`src/rtl/mrl_pkg.sv`:
```
package mrl_pkg;

  typedef enum logic [2:0] {
    RQ_IDLE,
    RQ_ADDR,
    RQ_WAIT_RDY,
    RQ_ACK_DATA,
    RQ_DRAIN
  } rq_state_t;

  typedef enum logic [2:0] {
    RS_IDLE,
    RS_ACK_ADDR,
    RS_WAIT,
    RS_DRIVE,
    RS_RELEASE
  } rs_state_t;

  localparam logic [31:0] WORD_MULT = 32'h0000_9E37;
  localparam logic [31:0] WORD_SEED = 32'h0000_5A5A;

  // Content of the responder's word array at a given address.
  function automatic logic [31:0] word_at(input logic [31:0] a);
    return (a * WORD_MULT) ^ WORD_SEED;
  endfunction

  // Cycles from the address-phase acknowledge falling to data-ready
  // rising: the wait setting, but never less than the synchronizer drain.
  function automatic logic [31:0] rdy_gap(input logic [31:0] lat);
    logic [31:0] base;
    base = (lat > 32'd2) ? lat : 32'd2;
    return base + 32'd1;
  endfunction

endpackage

```
`src/rtl/mrl_sync2.sv`:
```
module mrl_sync2 #(
  parameter int W = 2
) (
  input  logic         clk,
  input  logic         rst_n,
  input  logic [W-1:0] async_in,
  output logic [W-1:0] sync_out
);

  for (genvar i = 0; i < W; i++) begin : g_bit
    logic stage1, stage2;
    always_ff @(posedge clk) begin
      if (!rst_n) begin
        stage1 <= 1'b0;
        stage2 <= 1'b0;
      end else begin
        stage1 <= async_in[i];
        stage2 <= stage1;
      end
    end
    assign sync_out[i] = stage2;
  end

endmodule

```
`src/rtl/mrl_requester.sv`:
```
module mrl_requester
  import mrl_pkg::*;
#(
  parameter int AW = 4,
  parameter int DW = 16
) (
  input  logic          clk,
  input  logic          rst_n,
  input  logic          start,
  input  logic [AW-1:0] addr_in,
  input  logic          ack_s,
  input  logic          rdy_s,
  input  logic [DW-1:0] bus_in,
  output logic          req_o,
  output logic          ack_o,
  output logic          drv_o,
  output logic [DW-1:0] bus_o,
  output logic          busy_o,
  output logic          done_o,
  output logic [DW-1:0] rdata_o
);

  rq_state_t     state_q;
  logic [AW-1:0] addr_q;
  logic [DW-1:0] cap_q;
  logic [DW-1:0] rdata_q;
  logic          done_q;

  // named events
  logic launch_ev, addr_acked_ev, data_seen_ev, rdy_gone_ev, finish_ev;
  assign launch_ev     = (state_q == RQ_IDLE) && start;
  assign addr_acked_ev = (state_q == RQ_ADDR) && ack_s;
  assign data_seen_ev  = (state_q == RQ_WAIT_RDY) && rdy_s;
  assign rdy_gone_ev   = (state_q == RQ_ACK_DATA) && !rdy_s;
  assign finish_ev     = (state_q == RQ_DRAIN) && !ack_s;

  always_ff @(posedge clk) begin
    if (!rst_n) begin
      state_q <= RQ_IDLE;
      addr_q  <= '0;
      cap_q   <= '0;
      rdata_q <= '0;
      done_q  <= 1'b0;
    end else begin
      done_q <= finish_ev;
      unique case (state_q)
        RQ_IDLE: if (launch_ev) begin
          addr_q  <= addr_in;
          state_q <= RQ_ADDR;
        end
        RQ_ADDR:     if (addr_acked_ev) state_q <= RQ_WAIT_RDY;
        RQ_WAIT_RDY: if (data_seen_ev) begin
          cap_q   <= bus_in;
          state_q <= RQ_ACK_DATA;
        end
        RQ_ACK_DATA: if (rdy_gone_ev) state_q <= RQ_DRAIN;
        RQ_DRAIN:    if (finish_ev) begin
          rdata_q <= cap_q;
          state_q <= RQ_IDLE;
        end
        default: state_q <= RQ_IDLE;
      endcase
    end
  end

  assign req_o   = (state_q == RQ_ADDR);
  assign drv_o   = (state_q == RQ_ADDR);
  assign ack_o   = (state_q == RQ_ACK_DATA);
  assign bus_o   = DW'(addr_q);
  assign busy_o  = (state_q != RQ_IDLE);
  assign done_o  = done_q;
  assign rdata_o = rdata_q;

  AST_REQ_FALLS_AFTER_ACK: assert property (@(posedge clk) disable iff (!rst_n)
    $fell(req_o) |-> $past(ack_s));
  AST_DATA_ACK_AFTER_RDY: assert property (@(posedge clk) disable iff (!rst_n)
    $rose(ack_o) |-> $past(rdy_s));
  AST_DONE_SINGLE: assert property (@(posedge clk) disable iff (!rst_n)
    done_o |=> !done_o);

endmodule

```
`src/rtl/mrl_responder.sv`:
```
module mrl_responder
  import mrl_pkg::*;
#(
  parameter int AW = 4,
  parameter int DW = 16,
  parameter int LW = 4
) (
  input  logic          clk,
  input  logic          rst_n,
  input  logic [LW-1:0] lat_cfg,
  input  logic          req_s,
  input  logic          ack_s,
  input  logic [AW-1:0] addr_in,
  output logic          ack_o,
  output logic          rdy_o,
  output logic          drv_o,
  output logic [DW-1:0] bus_o
);

  localparam int DEPTH = 1 << AW;
  localparam int GW    = LW + 1;

  rs_state_t     state_q;
  logic [AW-1:0] addr_q;
  logic [LW-1:0] wait_q;
  logic [LW-1:0] lat_q;
  logic [DW-1:0] word_q;
  logic [GW-1:0] gap_q;
  logic [DW-1:0] mem_q [DEPTH];

  // named events
  logic addr_seen_ev, req_gone_ev, wait_over_ev, data_acked_ev, release_ev;
  assign addr_seen_ev  = (state_q == RS_IDLE) && req_s;
  assign req_gone_ev   = (state_q == RS_ACK_ADDR) && !req_s;
  assign wait_over_ev  = (state_q == RS_WAIT) && (wait_q == '0) && !ack_s;
  assign data_acked_ev = (state_q == RS_DRIVE) && ack_s;
  assign release_ev    = (state_q == RS_RELEASE) && !ack_s;

  always_ff @(posedge clk) begin
    if (!rst_n) begin
      for (int i = 0; i < DEPTH; i++) mem_q[i] <= DW'(word_at(32'(i)));
      state_q <= RS_IDLE;
      addr_q  <= '0;
      wait_q  <= '0;
      lat_q   <= '0;
      word_q  <= '0;
      gap_q   <= '0;
    end else begin
      unique case (state_q)
        RS_IDLE: if (addr_seen_ev) begin
          addr_q  <= addr_in;
          state_q <= RS_ACK_ADDR;
        end
        RS_ACK_ADDR: if (req_gone_ev) begin
          wait_q  <= lat_cfg;
          lat_q   <= lat_cfg;
          gap_q   <= '0;
          state_q <= RS_WAIT;
        end
        RS_WAIT: begin
          gap_q <= gap_q + 1'b1;
          if (wait_over_ev) begin
            word_q  <= mem_q[addr_q];
            state_q <= RS_DRIVE;
          end else if (wait_q != '0) begin
            wait_q <= wait_q - 1'b1;
          end
        end
        RS_DRIVE:   if (data_acked_ev) state_q <= RS_RELEASE;
        RS_RELEASE: if (release_ev) state_q <= RS_IDLE;
        default:    state_q <= RS_IDLE;
      endcase
    end
  end

  assign ack_o = (state_q == RS_ACK_ADDR);
  assign rdy_o = (state_q == RS_DRIVE);
  assign drv_o = (state_q == RS_DRIVE);
  assign bus_o = word_q;

  AST_ACK_AFTER_REQ: assert property (@(posedge clk) disable iff (!rst_n)
    $rose(ack_o) |-> $past(req_s));
  AST_RDY_GAP: assert property (@(posedge clk) disable iff (!rst_n)
    $rose(rdy_o) |-> (32'(gap_q) == rdy_gap(32'(lat_q))));
  AST_WORD_HELD: assert property (@(posedge clk) disable iff (!rst_n)
    (rdy_o && $past(rdy_o)) |-> $stable(bus_o));

endmodule

```
`src/rtl/mplex_read_link.sv`:
```
module mplex_read_link #(
  parameter int AW = 4,
  parameter int DW = 16,
  parameter int LW = 4
) (
  input  logic          clk,
  input  logic          rst_n,
  input  logic          start,
  input  logic [AW-1:0] addr,
  input  logic [LW-1:0] lat_cfg,
  output logic          busy,
  output logic          done,
  output logic [DW-1:0] rdata,
  output logic [DW-1:0] link_bus,
  output logic          link_req,
  output logic          link_ack,
  output logic          link_rdy,
  output logic          req_drive,
  output logic          rsp_drive
);

  logic          rq_req, rq_ack, rq_drv;
  logic [DW-1:0] rq_bus;
  logic          rs_ack, rs_rdy, rs_drv;
  logic [DW-1:0] rs_bus;
  logic          ack_w, req_w, rdy_w;
  logic [DW-1:0] bus_w;
  logic [1:0]    rq_sync, rs_sync;

  // wired-OR acknowledge, enable-selected shared lines
  assign ack_w = rq_ack | rs_ack;
  assign req_w = rq_req;
  assign rdy_w = rs_rdy;
  assign bus_w = rq_drv ? rq_bus : (rs_drv ? rs_bus : '0);

  mrl_sync2 #(.W(2)) i_sync_rq (
    .clk(clk), .rst_n(rst_n),
    .async_in({ack_w, rdy_w}), .sync_out(rq_sync)
  );

  mrl_sync2 #(.W(2)) i_sync_rs (
    .clk(clk), .rst_n(rst_n),
    .async_in({req_w, ack_w}), .sync_out(rs_sync)
  );

  mrl_requester #(.AW(AW), .DW(DW)) i_rq (
    .clk(clk), .rst_n(rst_n), .start(start), .addr_in(addr),
    .ack_s(rq_sync[1]), .rdy_s(rq_sync[0]), .bus_in(bus_w),
    .req_o(rq_req), .ack_o(rq_ack), .drv_o(rq_drv), .bus_o(rq_bus),
    .busy_o(busy), .done_o(done), .rdata_o(rdata)
  );

  mrl_responder #(.AW(AW), .DW(DW), .LW(LW)) i_rs (
    .clk(clk), .rst_n(rst_n), .lat_cfg(lat_cfg),
    .req_s(rs_sync[1]), .ack_s(rs_sync[0]), .addr_in(bus_w[AW-1:0]),
    .ack_o(rs_ack), .rdy_o(rs_rdy), .drv_o(rs_drv), .bus_o(rs_bus)
  );

  assign link_bus  = bus_w;
  assign link_req  = req_w;
  assign link_ack  = ack_w;
  assign link_rdy  = rdy_w;
  assign req_drive = rq_drv;
  assign rsp_drive = rs_drv;

  AST_ONE_DRIVER: assert property (@(posedge clk) disable iff (!rst_n)
    !(rq_drv && rs_drv));
  AST_RDY_WITH_ACK_LOW: assert property (@(posedge clk) disable iff (!rst_n)
    $rose(rdy_w) |-> !ack_w);
  AST_ACKS_EXCLUSIVE: assert property (@(posedge clk) disable iff (!rst_n)
    !(rq_ack && rs_ack));

endmodule

```
`config.mk`:
```
export PLATFORM = sky130hd
export DESIGN_NAME = mplex_read_link
export DESIGN_NICKNAME = d
export VERILOG_FILES = /design/src/rtl/mrl_pkg.sv /design/src/rtl/mrl_sync2.sv /design/src/rtl/mrl_requester.sv /design/src/rtl/mrl_responder.sv /design/src/rtl/mplex_read_link.sv
export SDC_FILE = /design/constraint.sdc
export NUM_CORES = 1
export LEC_CHECK = 0
export BUFFER_PORTS_ARGS = -buffer_cell sky130_fd_sc_hd__buf_2
export CAP_MARGIN = 30
export CORE_ASPECT_RATIO = 0.6
export CORE_MARGIN = 1.5
export CORE_UTILIZATION = 50
export DETAILED_ROUTE_END_ITERATION = 8
export PLACE_DENSITY = 0.69
export SLEW_MARGIN = 5
export SYNTH_ARGS = -nofsm -noshare
export SYNTH_HDL_FRONTEND = slang
export SYNTH_HIERARCHICAL = 1
export SYNTH_SLANG_ARGS = --single-unit
```
`constraint.sdc`:
```
create_clock -name clk -period 2.1 [get_ports clk]
set_input_delay 0.315 -clock clk [delete_from_list [all_inputs] [get_ports clk]]
set_output_delay 0.315 -clock clk [all_outputs]
set_load 0.1 [all_outputs]
```
# --- After elaboration in Yosys (flattened, before gate mapping) ---
# Memory sizes are Yosys's and may differ from the RTL's. A register that Yosys moved wholly into a read port is not among the register bits.
# Cells that the tools add are included.
op_classes:
  add_sub_neg: 1
  n_eq_ne: 20
  muxes: 19
  n_bitwise: 1
  n_reduce_logical: 29
op_table:
  columns: ["cell", "count"]
  rows:
  - ["$mux 16", 2]
  - ["$mux 3", 10]
  - ["$pmux 3 s5", 2]
  - ["$ne 2x1->1 const B", 10]
  - ["$eq 3x2->1 const B", 4]
  - ["$mux 4", 3]
  - ["$logic_and 1x1->1", 11]
  - ["$reduce_and 2->1", 5]
  - ["$reduce_and 5->1", 2]
  - ["$pmux 4 s2", 1]
  - ["$eq 3x1->1 const B", 2]
  - ["$eq 3x3->1 const B", 2]
  - ["$logic_not 3->1", 2]
  - ["$logic_not 1->1", 4]
  - ["$logic_not 4->1", 1]
  - ["$ne 2x2->1 const B", 2]
  - ["$reduce_and 4->1", 1]
  - ["$reduce_bool 4->1", 1]
  - ["$sub 4x1->4 const B", 1]
  - ["$reduce_bool 3->1", 1]
  - ["$reduce_bool 2->1", 1]
  - ["$mux 1", 1]
  - ["$or 1x1->1", 1]
totals:
  register_bits: 57
  ram_bits: 256
  input_bits: 11
  output_inout_bits: 39
  elab_cells: 85
  mem_count: 1
mem_list:
  columns: ["memory", "depth", "word_bits", "read_ports", "rd_clocked_by_memory_dff", "write_ports", "line_no", "source"]
  rows:
  - ["i_rs.mem_q", 16, 16, 1, 1, 16, "mrl_responder.sv:29", "logic [DW-1:0] mem_q [DEPTH];"]

# --- Longest topological paths before layout ---
logic_depth:
  depth_word: 5
  mapped_depth: 9
  ltp_nobuf: 6

# --- Cells and area by module ---
# The synthesis kept the hierarchy.
by_module_without_submodules:
  columns: ["mod", "n_inst", "cells_per_inst", "area_per_inst_um2", "seq_area_each_um2"]
  rows:
  - ["mrl_requester", 1, 183, 1697.9, 800.8]
  - ["mrl_responder", 1, 180, 1478.9, 540.5]
  - ["mrl_sync2", 2, 10, 120.1, 80.1]
  - ["mplex_read_link", 1, 25, 207.7, 0.0]

# --- Worst setup path after synthesis ---
# OpenSTA, ideal clock, no wires.
synth_timing:
  path_type: "register to register"
  from: "register i_rq.state_q[1]"
  to: "register i_rq.cap_q[13]"
  setup_time_ps: 132
  arrival_time_ps: 4612
  t_required_ps: 1968
  setup_slack_ps: -2644
  path_stages_with_launch: 8
  n_path_buf: 3
  period_less_slack_ps: 4744
  path_cell_list: "dfxtp_1 > clkbuf_1 > nor3_1 > buf_6 > buf_2 > o21ai_0 > nand3_1 > o21ai_0"
synth_via:
  word_cells_on_any_way: 5
  classes_between: "eq/ne: 2; mux: 1; reduce/logical: 2"
synth_rtl:
  columns: ["element", "line_no", "source"]
  rows:
  - ["start, declared", "mrl_requester.sv:23", "rq_state_t state_q;"]
  - ["start signal, assigned", "mrl_requester.sv:39", "state_q <= RQ_IDLE;"]
  - ["start signal, assigned", "mrl_requester.sv:49", "state_q <= RQ_ADDR;"]
  - ["start signal, assigned", "mrl_requester.sv:51", "RQ_ADDR: if (addr_acked_ev) state_q <= RQ_WAIT_RDY;"]
  - ["$eq 3x1->1", "mrl_requester.sv:67", "assign drv_o = (state_q == RQ_ADDR);"]
  - ["via req_drive", "mplex_read_link.sv:18", "output logic req_drive,"]
  - ["$mux 16", "mplex_read_link.sv:34", "assign bus_w = rq_drv ? rq_bus : (rs_drv ? rs_bus : '0);"]
  - ["via link_bus[13]", "mplex_read_link.sv:14", "output logic [DW-1:0] link_bus,"]
  - ["end signal, assigned", "mrl_requester.sv:53", "cap_q <= bus_in;"]
  - ["end, declared", "mrl_requester.sv:25", "logic [DW-1:0] cap_q;"]
# The timed path passes the listed nets, and every way through them passes these cells.
# A chain may end at the register's enable or synchronous reset.

# --- Final worst setup path ---
layout_timing:
  from: "register i_rq.state_q[0]"
  to: "output link_bus[12]"
layout_via:
  elab_chain_cells: 2
layout_rtl:
  columns: ["element", "line_no"]
  rows:
  - ["$eq 3x1->1", "mrl_requester.sv:67"]
  - ["$mux 16", "mplex_read_link.sv:34"]
  - ["end, declared", "mplex_read_link.sv:14"]
# Every way passes these cells.

==> qor.log <==
qor: placement.globalplace.congestion 0.819
qor: placement.detailedPlace.worstSlack 0.0535 ns
qor: timing.final-setup-viol-count 0
qor: power_and_ir_drop.ir_worst_vdd 406 µV
qor: critical_path.cp.required 1.78 ns
qor: power_and_ir_drop.power.leakage 1.79 nW
qor: synth.synth.cell_area 0.00362 mm²
qor: run.cap_violations 0
qor: finish.final_common_cell sky130_fd_sc_hd__dfxtp_1
qor: synth.synth_enable_flop_cells 0
qor: finish.diodes 0
qor: cts.clkSinkCount 75
qor: timing.clock_skew 0.00349 ns
qor: global_routing.globalRoute.busiestLayer met2
qor: synth.sequential_cell_area_fraction_in_the_yosys_report 41.4%
qor: floorplan.num_io_pins 50
qor: global_routing.grt_start_max_net_pins 73
qor: placement.numPortBuffers 49
qor: timing.achievable-frequency 494 MHz
qor: status.outcome completed
qor: critical_path.crit_chain inv_4, nor3_4, buf_12, nor2b_4, buf_12, a22o_4, buf_4
qor: cts.worst_setup_hold_path_clk_slew 0.05 ns
qor: synth.ys_ff_latch 75
qor: routing.detailedRoute.firstPassIterationCount 5
qor: critical_path.critical_path.max_fanout 9
qor: placement.dp.cells 526
qor: routing.detail_route.vias_per_cell 5.49
qor: synth.async_flop_share 0%
qor: global_routing.grt_first_pass_wirelength 13100 µm
qor: cts.cts-htree-levels 3
qor: timing.finalCritPeriodShare 96.4%
qor: timing.hold_fails_final_rpt 0
qor: floorplan.vertical_extent_of_the_die 69.0 µm
qor: finish.drive_gt1_share 31.4%
qor: cts.tritoncts built
qor: timing.slew-limit-headroom 49.4%
qor: floorplan.die_ar 0.00779 mm²
qor: synth.yosys_most_used_dff sky130_fd_sc_hd__dfxtp_1
qor: global_routing.use_met2 35.5%
qor: routing.drt_iter0_markers 147
qor: synth.ys.warnings.count 6
qor: cts.holdBufCountCts 0
qor: critical_path.path_class reg -> out
qor: critical_path.path_buf_inv 4
qor: critical_path.critical_path_startpoint_category register
qor: routing.drc_violations_left 0
qor: synth.syn_inst 408
qor: routing.drt.antenna.violating_nets 0
qor: critical_path.path_common_cell sky130_fd_sc_hd__buf_12
qor: cts.source_to_sink_clock_delay_at_the_later_pin_of_the_worst_skew_pair 0.33 ns
qor: finish.p_r_area_growth_vs_syn 22.2%
qor: finish.finish.net_count 475
qor: power_and_ir_drop.power_density 788 mW/mm²
qor: synth.synth_cell_type_count 49
qor: timing.finalWorstSetupSlack 0.0760 ns
qor: global_routing.gr-usage-met1 29.6%
qor: global_routing.gr-usage-all-layers 22.1%
qor: placement.detailed_place_hpwl 5510 µm
qor: routing.via_count 2992
qor: floorplan.die_w 113 µm
qor: cts.cts_buffers 9
qor: critical_path.timing.critical_path.arrival 1.71 ns
qor: cts.clk_path_buf_depth 2
qor: timing.slew_viol_final 0
qor: timing.timing.setup.tns 0 ns
qor: cts.root_buffer_master sky130_fd_sc_hd__clkbuf_16
qor: finish.final_cell_mix sky130_fd_sc_hd__dfxtp_1, sky130_fd_sc_hd__nand2_1, sky130_fd_sc_hd__nor2_1
qor: timing.worst_slew_pin_slew 0.758 ns
qor: min_path.hold_path.class in -> reg
qor: floorplan.initial_core_util 52.9%
qor: timing.rsz0062_at_grt false
qor: critical_path.critical-path-slowest-cell sky130_fd_sc_hd__dfxtp_4
qor: critical_path.cp-end-kind output port
qor: global_routing.grt_antenna_before_repair 0
qor: finish.final-instance-count-excl-fill 545
qor: critical_path.critical-path-max-stage-delay 0.39 ns
qor: timing.final_period_minus_worst_setup_slack 2.02 ns
qor: critical_path.worst_path_top_cell_family_by_delay buffers and inverters
qor: floorplan.floorplan.rows 23
qor: floorplan.floorplan.core_area 0.00685 mm²
qor: routing.post_drt_wl_per_cell 14.7 µm
qor: global_routing.met3_usage 6.47%
qor: routing.routed_wl 8040 µm
qor: global_routing.first_global_vias 2706
qor: global_routing.grt_overflow 0
qor: synth.mean_syn_cell_area 8.88 µm²
[registers in the layout, summed over array words and instances (netlist names), 3 cells and up]
signal / cells
i_rs/state_q: 3
i_rq/state_q: 3
i_rs/addr_q: 4
i_rq/rdata_o: 16
i_rs/wait_q: 4
i_rs/bus_o: 16
i_rq/addr_q: 4
i_rq/cap_q: 16
[cells in the mapped netlist, drive strengths merged (2+ instances only)]
master,count,area (µm²)
a211oi,11,87.6
a21oi,15,75.1
a22o,14,135
a311oi,2,17.5
and2,8,50.1
buf,36,269
clkbuf,12,45.0
dfxtp,75,1500
ha,11,138
inv,9,33.8
mux2i,2,20.0
nand2,42,158
nand2b,5,31.3
nand3,36,245
nor2,34,128
nor2b,4,32.5
nor3,12,71.3
nor3b,4,30.0
nor4b,2,30.0
o211a,2,20.0
o211ai,10,75.1
o21ai,42,270
o31ai,2,15.0
or3,2,12.5
or3b,2,20.0
[routing by layer]
| metal | vias up | wire length (µm) |
|---|---|---|
| met4 | 0 | 72 |
| met1 | 1397 | 3980 |
| met2 | 76 | 3550 |
| met3 | 10 | 430 |
| li1 | 1509 | - |
| met5 | - | 0 |
[worst min-delay path, stage by stage]
cell and delay, ns:
sky130_fd_sc_hd__buf_2 0.08, sky130_fd_sc_hd__nand3_1 0.05, sky130_fd_sc_hd__o21ai_0 0.06
[area by class of cell]
| type | instances | area (µm²) |
|---|---|---|
| clock buffer | 14 | 254 |
| sequential | 75 | 1510 |
| fill | 575 | 2420 |
| tap | 87 | 109 |
| inverter | 10 | 40.0 |
| timing repair buffer | 70 | 534 |
| multi-input combinational | 287 | 1950 |
| clock inverter | 2 | 35.0 |
[metrics by stage]
stage / total power, mW / area [µm²] / utilization [%] / hold slack (ns)
2_1_floorplan: 1.92 / 3790 / - / 0.412
3_3_place_gp: 1.99 / 4030 / 58.8 / 0.416
3_5_place_dp: 1.99 / 4030 / 58.8 / 0.425
4_1_cts: 3.52 / 4390 / 64.0 / 0.203
5_1_grt: 3.62 / 4430 / 64.7 / 0.213
6_report: 3.49 / 4430 / 64.7 / 0.212
[power breakdown]
| part | switching [mW] | internal (mW) | leakage [nW] |
|---|---|---|---|
| combinational | 0.342 | 0.160 | 1.04 |
| sequential | 0.0295 | 1.46 | 0.607 |
| clock | 0.548 | 0.951 | 0.141 |
[worst paths after layout]
path	slack, ns	from	end	depth (start not counted)
setup / recovery	0.08	i_rq/state_q[0]$_SDFFE_PN0P_	link_bus[12]	7
hold / removal	0.21	addr[1]	i_rq/addr_q[1]$_SDFFE_PN0P_	3
setup reg to reg	0.15	i_rs/wait_q[1]$_SDFFE_PN0P_	i_rs/bus_o[5]$_SDFFE_PN0P_	6
hold reg to reg	0.44	i_sync_rq/g_bit[1].stage1$_SDFF_PN0_	i_sync_rq/g_bit[1].stage2$_SDFF_PN0_	1
[logic make-up after synthesis]
| logic type | count (synthesis) | share of synthesized area, % |
|---|---|---|
| flops | 75 | 41.4 |
| mux | 2 | 0.552 |
| simple gates | 156 | 23.6 |
| buf+inv | 58 | 9.70 |
| compound gates | 105 | 20.8 |
| fa+ha+maj | 11 | 3.80 |
| other cells | 1 | 0.103 |
[repair_timing]
item | in CTS | in global routing
buffers inserted | 1 | 1
resized for setup | 15 | 7
cloned | 1 | 0
setup endpoints to repair | 16 | 12
pin swaps | 1 | 0
No activity file was read; power rests on OpenSTA's default activity.
